===== src/rtl/tmr_pkg.sv =====
package tmr_pkg;
    localparam int MODE_W  = 6;
    localparam int MB_RUN   = 0;
    localparam int MB_CMPIE = 1;
    localparam int MB_OVFIE = 2;
    localparam int MB_ZRET  = 3;
    localparam int MB_CMPF  = 4;
    localparam int MB_OVFF  = 5;

    typedef enum logic [1:0] {
        RS_COUNT = 2'd0,
        RS_MODE  = 2'd1,
        RS_COMP  = 2'd2,
        RS_HOLD  = 2'd3
    } rsel_e;
endpackage


===== src/rtl/tmr_regdec.sv =====
module tmr_regdec #(
    parameter int NCH     = 4,
    parameter int SEL_LSB = 11,
    localparam int SEL_W  = $clog2(NCH),
    localparam int ADDR_W = SEL_LSB + SEL_W
) (
    input  logic [ADDR_W-1:0] addr_i,
    input  logic              wr_en_i,
    output logic [SEL_W-1:0]  chan_o,
    output tmr_pkg::rsel_e    rsel_o,
    output logic              hit_o,
    output logic [NCH-1:0]    chan_wr_o
);
    assign chan_o = addr_i[ADDR_W-1:SEL_LSB];
    assign rsel_o = tmr_pkg::rsel_e'(addr_i[5:4]);
    assign hit_o  = (addr_i[SEL_LSB-1:6] == '0) && (addr_i[3:0] == 4'd0);

    for (genvar c = 0; c < NCH; c++) begin : g_wr
        assign chan_wr_o[c] = wr_en_i && hit_o && (chan_o == SEL_W'(c));
    end
endmodule


===== src/rtl/tmr_chan.sv =====
module tmr_chan #(
    parameter int W       = 16,
    parameter bit HAS_HOLD = 1'b1,
    parameter bit ONESHOT  = 1'b0
) (
    input  logic                      clk,
    input  logic                      rst_n,
    input  logic                      tick_i,
    input  logic                      wr_i,
    input  tmr_pkg::rsel_e            rsel_i,
    input  logic [W-1:0]              wdata_i,
    output logic [W-1:0]              count_o,
    output logic [tmr_pkg::MODE_W-1:0] mode_o,
    output logic [W-1:0]              comp_o,
    output logic [W-1:0]              hold_o,
    output logic                      irq_o
);
    import tmr_pkg::*;

    logic [W-1:0]      count_q, comp_q, nxt;
    logic [MODE_W-1:0] mode_q, mode_nx;
    logic              irq_q;
    logic              adv, cmp_hit, ovf_hit, fire;
    logic              wr_cnt, wr_mode, wr_comp;

    assign wr_cnt  = wr_i && (rsel_i == RS_COUNT);
    assign wr_mode = wr_i && (rsel_i == RS_MODE);
    assign wr_comp = wr_i && (rsel_i == RS_COMP);

    assign adv     = tick_i && mode_q[MB_RUN];
    assign nxt     = count_q + W'(1);
    assign cmp_hit = adv && (nxt == comp_q);
    assign ovf_hit = adv && (count_q == '1);
    assign fire    = (cmp_hit && mode_q[MB_CMPIE]) || (ovf_hit && mode_q[MB_OVFIE]);

    always_comb begin
        mode_nx = mode_q;
        if (cmp_hit) mode_nx[MB_CMPF] = 1'b1;
        if (ovf_hit) mode_nx[MB_OVFF] = 1'b1;
        if (ONESHOT && fire) begin
            mode_nx[MB_CMPIE] = 1'b0;
            mode_nx[MB_OVFF]  = 1'b0;
        end
    end

    always_ff @(posedge clk) begin
        if (!rst_n) begin
            count_q <= '0;
            mode_q  <= '0;
            comp_q  <= '0;
            irq_q   <= 1'b0;
        end else begin
            irq_q <= fire;
            if (wr_cnt)
                count_q <= wdata_i;
            else if (adv)
                count_q <= (cmp_hit && mode_q[MB_ZRET]) ? '0 : nxt;
            if (wr_mode)
                mode_q <= wdata_i[MODE_W-1:0];
            else
                mode_q <= mode_nx;
            if (wr_comp)
                comp_q <= wdata_i;
        end
    end

    if (HAS_HOLD) begin : g_hold
        logic [W-1:0] hold_q;
        always_ff @(posedge clk) begin
            if (!rst_n)
                hold_q <= '0;
            else if (wr_i && (rsel_i == RS_HOLD))
                hold_q <= wdata_i;
        end
        assign hold_o = hold_q;
    end else begin : g_nohold
        assign hold_o = '0;
    end

    assign count_o = count_q;
    assign mode_o  = mode_q;
    assign comp_o  = comp_q;
    assign irq_o   = irq_q;

    a_r3_stopped_holds: assert property (@(posedge clk) disable iff (!rst_n)
        (!mode_q[MB_RUN] && !wr_cnt) |=> $stable(count_q));

    a_r2_tick_advances: assert property (@(posedge clk) disable iff (!rst_n)
        (tick_i && mode_q[MB_RUN] && !mode_q[MB_ZRET] && !wr_cnt)
        |=> (count_q == $past(count_q) + W'(1)));

    a_r5_zero_return: assert property (@(posedge clk) disable iff (!rst_n)
        (tick_i && mode_q[MB_RUN] && mode_q[MB_ZRET] && !wr_cnt
         && (count_q + W'(1) == comp_q)) |=> (count_q == '0));

    a_r6_irq_needs_enable: assert property (@(posedge clk) disable iff (!rst_n)
        irq_q |-> ($past(mode_q[MB_CMPIE]) || $past(mode_q[MB_OVFIE])));

    if (ONESHOT) begin : g_a_oneshot
        a_r7_oneshot_disarm: assert property (@(posedge clk) disable iff (!rst_n)
            (irq_q && !$past(wr_mode)) |-> (!mode_q[MB_CMPIE] && !mode_q[MB_OVFF]));
    end
endmodule


===== src/rtl/tmr_rdmux.sv =====
module tmr_rdmux #(
    parameter int NCH        = 4,
    parameter int W          = 16,
    parameter int HOLD_CHANS = 2,
    localparam int SEL_W     = $clog2(NCH)
) (
    input  logic                          clk,
    input  logic                          rst_n,
    input  logic                          rd_en_i,
    input  logic                          hit_i,
    input  logic [SEL_W-1:0]              chan_i,
    input  tmr_pkg::rsel_e                rsel_i,
    input  logic [NCH-1:0][W-1:0]         count_i,
    input  logic [NCH-1:0][tmr_pkg::MODE_W-1:0] mode_i,
    input  logic [NCH-1:0][W-1:0]         comp_i,
    input  logic [NCH-1:0][W-1:0]         hold_i,
    output logic [W-1:0]                  rdata_o
);
    import tmr_pkg::*;

    logic [W-1:0] sel_val, rdata_q;

    always_comb begin
        sel_val = '0;
        if (hit_i) begin
            unique case (rsel_i)
                RS_COUNT: sel_val = count_i[chan_i];
                RS_MODE:  sel_val = W'(mode_i[chan_i]);
                RS_COMP:  sel_val = comp_i[chan_i];
                RS_HOLD:  sel_val = hold_i[chan_i];
                default:  sel_val = '0;
            endcase
        end
    end

    always_ff @(posedge clk) begin
        if (!rst_n)
            rdata_q <= '0;
        else if (rd_en_i)
            rdata_q <= sel_val;
    end

    assign rdata_o = rdata_q;

    a_r8_absent_hold_zero: assert property (@(posedge clk) disable iff (!rst_n)
        (rd_en_i && hit_i && rsel_i == RS_HOLD && int'(chan_i) >= HOLD_CHANS)
        |=> (rdata_o == '0));

    a_r1_unmapped_zero: assert property (@(posedge clk) disable iff (!rst_n)
        (rd_en_i && !hit_i) |=> (rdata_o == '0));
endmodule


===== src/rtl/tmr_bank.sv =====
module tmr_bank #(
    parameter int NCH        = 4,
    parameter int W          = 16,
    parameter int SEL_LSB    = 11,
    parameter int HOLD_CHANS = 2,
    parameter int IRQ_BASE   = 9,
    parameter int NUM_LINES  = 16
) (
    input  logic                             clk,
    input  logic                             rst_n,
    input  logic                             tick_i,
    input  logic                             wr_en_i,
    input  logic                             rd_en_i,
    input  logic [SEL_LSB+$clog2(NCH)-1:0]   addr_i,
    input  logic [W-1:0]                     wdata_i,
    output logic [W-1:0]                     rdata_o,
    output logic [NUM_LINES-1:0]             irq_lines_o
);
    localparam int SEL_W = $clog2(NCH);

    logic [SEL_W-1:0]                    chan;
    tmr_pkg::rsel_e                      rsel;
    logic                                hit;
    logic [NCH-1:0]                      chan_wr;
    logic [NCH-1:0][W-1:0]               counts, comps, holds;
    logic [NCH-1:0][tmr_pkg::MODE_W-1:0] modes;
    logic [NCH-1:0]                      irqs;

    tmr_regdec #(.NCH(NCH), .SEL_LSB(SEL_LSB)) u_dec (
        .addr_i    (addr_i),
        .wr_en_i   (wr_en_i),
        .chan_o    (chan),
        .rsel_o    (rsel),
        .hit_o     (hit),
        .chan_wr_o (chan_wr)
    );

    for (genvar c = 0; c < NCH; c++) begin : g_chan
        tmr_chan #(
            .W        (W),
            .HAS_HOLD (c < HOLD_CHANS),
            .ONESHOT  (c > 0)
        ) u_chan (
            .clk     (clk),
            .rst_n   (rst_n),
            .tick_i  (tick_i),
            .wr_i    (chan_wr[c]),
            .rsel_i  (rsel),
            .wdata_i (wdata_i),
            .count_o (counts[c]),
            .mode_o  (modes[c]),
            .comp_o  (comps[c]),
            .hold_o  (holds[c]),
            .irq_o   (irqs[c])
        );
    end

    tmr_rdmux #(.NCH(NCH), .W(W), .HOLD_CHANS(HOLD_CHANS)) u_rd (
        .clk     (clk),
        .rst_n   (rst_n),
        .rd_en_i (rd_en_i),
        .hit_i   (hit),
        .chan_i  (chan),
        .rsel_i  (rsel),
        .count_i (counts),
        .mode_i  (modes),
        .comp_i  (comps),
        .hold_i  (holds),
        .rdata_o (rdata_o)
    );

    for (genvar l = 0; l < NUM_LINES; l++) begin : g_line
        if (l >= IRQ_BASE && l < IRQ_BASE + NCH) begin : g_tmr
            assign irq_lines_o[l] = irqs[l - IRQ_BASE];
        end else begin : g_zero
            assign irq_lines_o[l] = 1'b0;
        end
    end
endmodule


===== config.mk =====
export PLATFORM = sky130hd
export DESIGN_NAME = tmr_bank
export DESIGN_NICKNAME = d
export VERILOG_FILES = /design/src/rtl/tmr_pkg.sv /design/src/rtl/tmr_regdec.sv /design/src/rtl/tmr_chan.sv /design/src/rtl/tmr_rdmux.sv /design/src/rtl/tmr_bank.sv
export SDC_FILE = /design/constraint.sdc
export NUM_CORES = 1
export LEC_CHECK = 0
export BUFFER_PORTS_ARGS = -buffer_cell sky130_fd_sc_hd__buf_2
export CORE_MARGIN = 3
export CORE_UTILIZATION = 47
export DETAILED_ROUTE_END_ITERATION = 7
export PLACE_DENSITY_LB_ADDON = 0.2
export SLEW_MARGIN = 20
export SYNTH_ARGS = -nofsm -noshare
export SYNTH_HDL_FRONTEND = slang
export SYNTH_SLANG_ARGS = --single-unit

===== constraint.sdc =====
create_clock -name clk -period 3.8 [get_ports clk]
set_input_delay 0.57 -clock clk [delete_from_list [all_inputs] [get_ports clk]]
set_output_delay 0.57 -clock clk [all_outputs]
set_load 0.05 [all_outputs]

# Word-level counts from Yosys, hierarchy flattened
# Index checks and enable logic that the tools add are counted.
# Widths: inputs -> output; s select.
op_classes:
  addsub: 4
  order_cmp: 1
  n_eq_ne: 14
  muxes: 40
  reduce_logical: 67
ops:
  columns: ["op", "count"]
  rows:
  - ["$mux 16", 16]
  - ["$bmux 16 s2", 3]
  - ["$add 16x1->16 const B", 4]
  - ["$eq 16x16->1", 4]
  - ["$eq 16x16->1 const B", 4]
  - ["$pmux 16 s4", 1]
  - ["$logic_and 1x1->1", 44]
  - ["$mux 6", 5]
  - ["$reduce_bool 2->1", 12]
  - ["$mux 1", 14]
  - ["$bmux 6 s2", 1]
  - ["$reduce_bool 3->1", 3]
  - ["$eq 2x2->1 const B", 4]
  - ["$logic_not 5->1", 1]
  - ["$eq 2x1->1 const B", 2]
  - ["$logic_not 2->1", 2]
  - ["$logic_not 4->1", 1]
  - ["$logic_or 1x1->1", 4]
  - ["$lt 2x3->1 const B", 1]
word_totals:
  ff_bits: 204
  in_bits: 34
  output_inout_bits: 32
  wordCells: 156

# Longest topological paths before layout
logic_depth:
  word_depth: 7
  mapped_depth: 11
  ltp_nobuf: 9

# Hierarchy
# A second synthesis with hierarchy kept.
hier_totals:
  cells_unflattened: 1788
  area_unflattened_um2: 14447.6
modules_own_cells:
  columns: ["mod", "instances", "cells_each", "area_per_inst_um2", "seq_area_each_um2"]
  rows:
  - ["tmr_chan at g_chan[2].u_chan ...", 2, 365, 2813.9, 780.7]
  - ["tmr_chan at g_chan[0].u_chan", 1, 391, 3113.0, 1101.1]
  - ["tmr_chan at g_chan[1].u_chan", 1, 414, 3104.2, 1101.1]
  - ["tmr_rdmux", 1, 224, 2371.0, 320.3]
  - ["tmr_regdec", 1, 16, 137.6, 0.0]
  - ["tmr_bank", 1, 13, 93.8, 0.0]

# Least setup slack after synthesis
# No wires, ideal clock.
synth_path:
  kind: "register to register"
  start: "register g_chan[2].u_chan.count_q[0]"
  end: "register g_chan[2].u_chan.count_q[13]"
  setup_time_ps: 119
  arrival_time_ps: 2794
  required_time_ps: 3681
  setup_slack_ps: 886
  path_stages_with_launch: 11
  n_path_buf: 1
  synth_period_minus_slack_ps: 2914
  path_cell_list: "dfxtp_1 -> ha_1 -> nand3_4 -> nor4_1 -> mux2i_1 -> o21ai_0 -> or4_4 -> nor4b_4 -> a211o_4 -> buf_12 -> o2bb2ai_2"
synth_between:
  elab_chain_len: 7
synth_rtl:
  columns: ["element", "line_no", "text"]
  rows:
  - ["start: declaration", "tmr_chan.sv:20", "logic [W-1:0] count_q, comp_q, nxt;"]
  - ["start signal: assignment", "tmr_chan.sv:55", "count_q <= wdata_i;"]
  - ["start signal: assignment", "tmr_chan.sv:57", "count_q <= (cmp_hit && mode_q[MB_ZRET]) ? '0 : nxt;"]
  - ["$add 16x1->16 *", "tmr_chan.sv:31", "assign nxt = count_q + W'(1);"]
  - ["$eq 16x16->1", "tmr_chan.sv:32", "assign cmp_hit = adv && (nxt == comp_q);"]
  - ["$logic_and 1x1->1", "tmr_chan.sv:32", null]
  - ["$logic_and 1x1->1", "tmr_chan.sv:57", null]
  - ["$mux 16 *", "tmr_chan.sv:57", null]
  - ["$mux 16 *", "tmr_chan.sv:56", "else if (adv)"]
  - ["$mux 16 *", "tmr_chan.sv:54", "if (wr_cnt)"]
# Every way passes the cells marked *; elsewhere a longest branch is shown, timed or not. The select of a mux whose other input is x is not followed.
# A chain may end at the register's enable or synchronous reset.

# Worst setup path in the final report
layout_path:
  start: "register g_chan[3].u_chan.count_q[0]"
  end: "register g_chan[3].u_chan.mode_q[5]"
layout_between:
  elab_chain_len: 7
  elab_cells_between_ends: 11
  cone_classes: "1 x add/sub; 2 x eq/ne; 2 x mux; 6 x reduce/logical"
layout_rtl:
  columns: ["element", "line_no", "text"]
  rows:
  - ["start: declaration", "tmr_chan.sv:20", null]
  - ["start signal: assignment", "tmr_chan.sv:55", null]
  - ["start signal: assignment", "tmr_chan.sv:57", null]
  - ["$add 16x1->16", "tmr_chan.sv:31", null]
  - ["$eq 16x16->1", "tmr_chan.sv:32", null]
  - ["$logic_and 1x1->1", "tmr_chan.sv:32", null]
  - ["$logic_and 1x1->1", "tmr_chan.sv:34", "assign fire = (cmp_hit && mode_q[MB_CMPIE]) || (ovf_hit && mode_q[MB_OVFIE]);"]
  - ["$logic_or 1x1->1", "tmr_chan.sv:34", null]
  - ["$mux 1", "tmr_chan.sv:40", "if (ONESHOT && fire) begin"]
  - ["$mux 6", "tmr_chan.sv:58", "if (wr_mode)"]
  - ["end signal: assignment", "tmr_chan.sv:59", "mode_q <= wdata_i[MODE_W-1:0];"]
  - ["end signal: assignment", "tmr_chan.sv:61", "mode_q <= mode_nx;"]
  - ["end: declaration", "tmr_chan.sv:21", "logic [MODE_W-1:0] mode_q, mode_nx;"]
# Several ways; a longest one is shown, not always the timed one.

==> impl_metrics.tcl <==
set metrics [dict create \
    status "finished clean" \
    crit_family "simple AND/OR/NAND/NOR gates" \
    finalMaxSlewViolations 0 \
    placed_cells 1906 \
    reg2regPathDepth 9 \
    utilization 0.526 \
    num-nets-final 1634 \
    powerDensity_nw_per_um2 347 \
    synth_area_sq_um 12900 \
    timing_hold_violations_final 0 \
    drtPass1Iterations 8 \
    synth-edff-count 0 \
    cts-root-buf "clkbuf_16" \
    postCtsSetupRepairBufs 0 \
    port_buffers 53 \
    detail-route-antenna-nets 0 \
    via_per_inst 6.37 \
    dieArea_sq_um 29400 \
    cp_num_buf_inv 0 \
    cp.arrival_ns 3.70 \
    cts-resized-gates 0 \
    grt-ovfl-total 0 \
    worst-r2r-setup-slack_ns 0.50 \
    antenna_found_initial 0 \
    synthToLayoutAreaGrowth_pct 8.34 \
    clkSlewWorstSetupHoldPaths_ns 0.06 \
    hp-start "g_chan[0].u_chan.hold_o[11]" \
    syn_inst 1640 \
    synth_top_flop_cell "dfxtp_1" \
    slowest_stage "dfxtp_1" \
    worst_slew_pin_slew_ns 1.09 \
    cp_data_required_time_ns 4.21 \
    leakage_nw 4.59 \
    dp_hpwl_mm 33.6 \
    drive_gt1_frac 0.118 \
    die_w_um 171 \
    cp.depth 9 \
    critPathMaxFanout 8 \
    ys_warn_count 0 \
    cap_violations 0 \
    layout_common_cells "nand2_1, dfxtp_1, a21oi_1" \
    layout_commonest_cell "nand2_1" \
    core-area_sq_um 26500 \
    clock_sinks 204 \
    crit_type "flop to flop" \
    seq_area_frac_synth 0.317 \
    critPathMaxStageDelay_ns 0.58 \
    vdd_ir_drop_max_mv 0.305 \
    avgSynthCellArea_sq_um 7.84 \
    cp_cell_sequence "ha_1, nand3_1, nor4_1, mux2i_1, o21ai_0, nor4b_1, and3_1, a21oi_1, a31o_2" \
    critPathLaunch "g_chan[3].u_chan.count_o[0]" \
    cts_buffers 23 \
    synth.top_cell.area_share 0.317 \
    r2r_start "g_chan[3].u_chan.count_o[0]" \
    timing.final.crit_share 0.868 \
    yosysTopAreaCell "dfxtp_1" \
    cts_tree "done" \
    period_minus_slack_ns 3.30 \
    grt_max_degree 102 \
    startpoint_type "flop" \
    synth_area_leaders "dfxtp_1, nand2_1, a21oi_1" \
    async_flop_share 0 \
    tns_ns 0 \
    end_kind "flop" \
    drt_iter0_markers 1662 \
    whs_path_depth 2 \
    fin_cells 1948 \
    rsz0062_at_grt "no" \
    rows 59 \
    grt_pass1_vias 11000 \
    start_util 0.485 \
    io_pins 66 \
    vias 12400 \
    hold_path.class "flop to flop" \
    slew_headroom 0.269 \
    cts_hold_buf 0 \
    p_total_mw 4.83 \
    gp_congestion 0.989 \
    cts_buffer_depth 3 \
    cts_max_level 1 \
    timing.fmax_mhz 303 \
    synth-seq-cells 204 \
    drt-total-wl_mm 47.2 \
    setup_violations 0 \
    finClkSkew_ns 0.0149 \
    grt_pass1_wl_mm 70.3 \
    drc 0 \
    ys_types 73 \
    grt_util_all_layers 0.315 \
    insertion_delay_ns 0.52 \
    wire_per_inst_um 24.2 \
    dieHeight_um 171 \
]
cell families after synthesis:
group / after synthesis / synth area share
compound gates: 355 / 0.169
mux: 75 / 0.0956
buf+inv: 193 / 0.0666
xor+xnor: 128 / 0.0958
simple gates: 680 / 0.251
other cells: 1 / 0.000292
fa+ha+maj: 4 / 0.00389
flops: 204 / 0.317
flip-flops by register name (all words and copies together) (netlist names):
register               cells
g_chan.u_chan.comp_o      64
g_chan.u_chan.count_o     64
g_chan.u_chan.hold_o      32
g_chan.u_chan.mode_o      24
u_rd.rdata_o              16
g_chan.u_chan.irq_o        4
through the flow:
step / hold slack [ns] / instance area [sq um] / setup WS, ns
3_5_place_dp: 0.443 / 13100 / 0.566
3_3_place_gp: 0.437 / 13100 / 0.623
2_1_floorplan: 0.431 / 12900 / 0.886
4_1_cts: 0.452 / 13900 / 0.537
6_report: 0.449 / 13900 / 0.503
5_1_grt: 0.468 / 13900 / 0.241
Yosys cell counts, types with 7 or more instances:
master	instances
nand4_1	33
buf_2	22
a31oi_1	8
o2bb2ai_2	10
nand3_1	65
nor2b_1	14
xnor3_1	7
o22ai_1	43
mux2i_1	37
or3_1	20
and2_1	11
xor2_1	42
a211oi_1	7
nor3_1	32
nor2_1	84
dfxtp_1	204
nand2_1	320
xnor2_1	78
inv_1	33
nand2b_1	17
a21oi_1	180
o2111ai_1	7
clkbuf_1	109
buf_4	19
o21ai_0	51
nor4_1	24
mux4_2	37
and3_1	25
layer usage:
layer | track usage | vias to the layer above | wire length (um)
met5 | 0 | - | 0
met4 | 0.0969 | 0 | 1660
met3 | 0.0586 | 98 | 4890
met2 | 0.467 | 674 | 20400
met1 | 0.465 | 5949 | 20200
li1 | - | 5682 | -
report_power, final:
group	internal [mW]	switching, mW
Clock	1.46	0.954
Combinational	0.0581	0.212
Sequential	2.14	0.00310
Total	3.66	1.17
path summary, 6_finish.rpt:
check / end
worst max-delay path: g_chan[3].u_chan.mode_o[5]
worst min-delay path: g_chan[0].u_chan.hold_o[11]
worst max register to register: g_chan[3].u_chan.mode_o[5]
worst min register to register: g_chan[0].u_chan.hold_o[11]
worst min-delay path, cell delays in order, from the launching register on:
cell	delay, ns
dfxtp_1	0.31
nand2_1	0.05
a21oi_1	0.05
final cells by class:
| type | instances | area (sq um) |
|---|---|---|
| Antenna cell | 1 | 2.50 |
| Clock buffer | 28 | 634 |
| Clock inverter | 13 | 181 |
| Fill cell | 2491 | 12600 |
| Inverter | 34 | 135 |
| Multi-Input combinational cell | 1254 | 7980 |
| Sequential cell | 204 | 4080 |
| Tap cell | 335 | 419 |
| Timing Repair Buffer | 79 | 498 |
No activity file was read; power rests on OpenSTA's default activity.
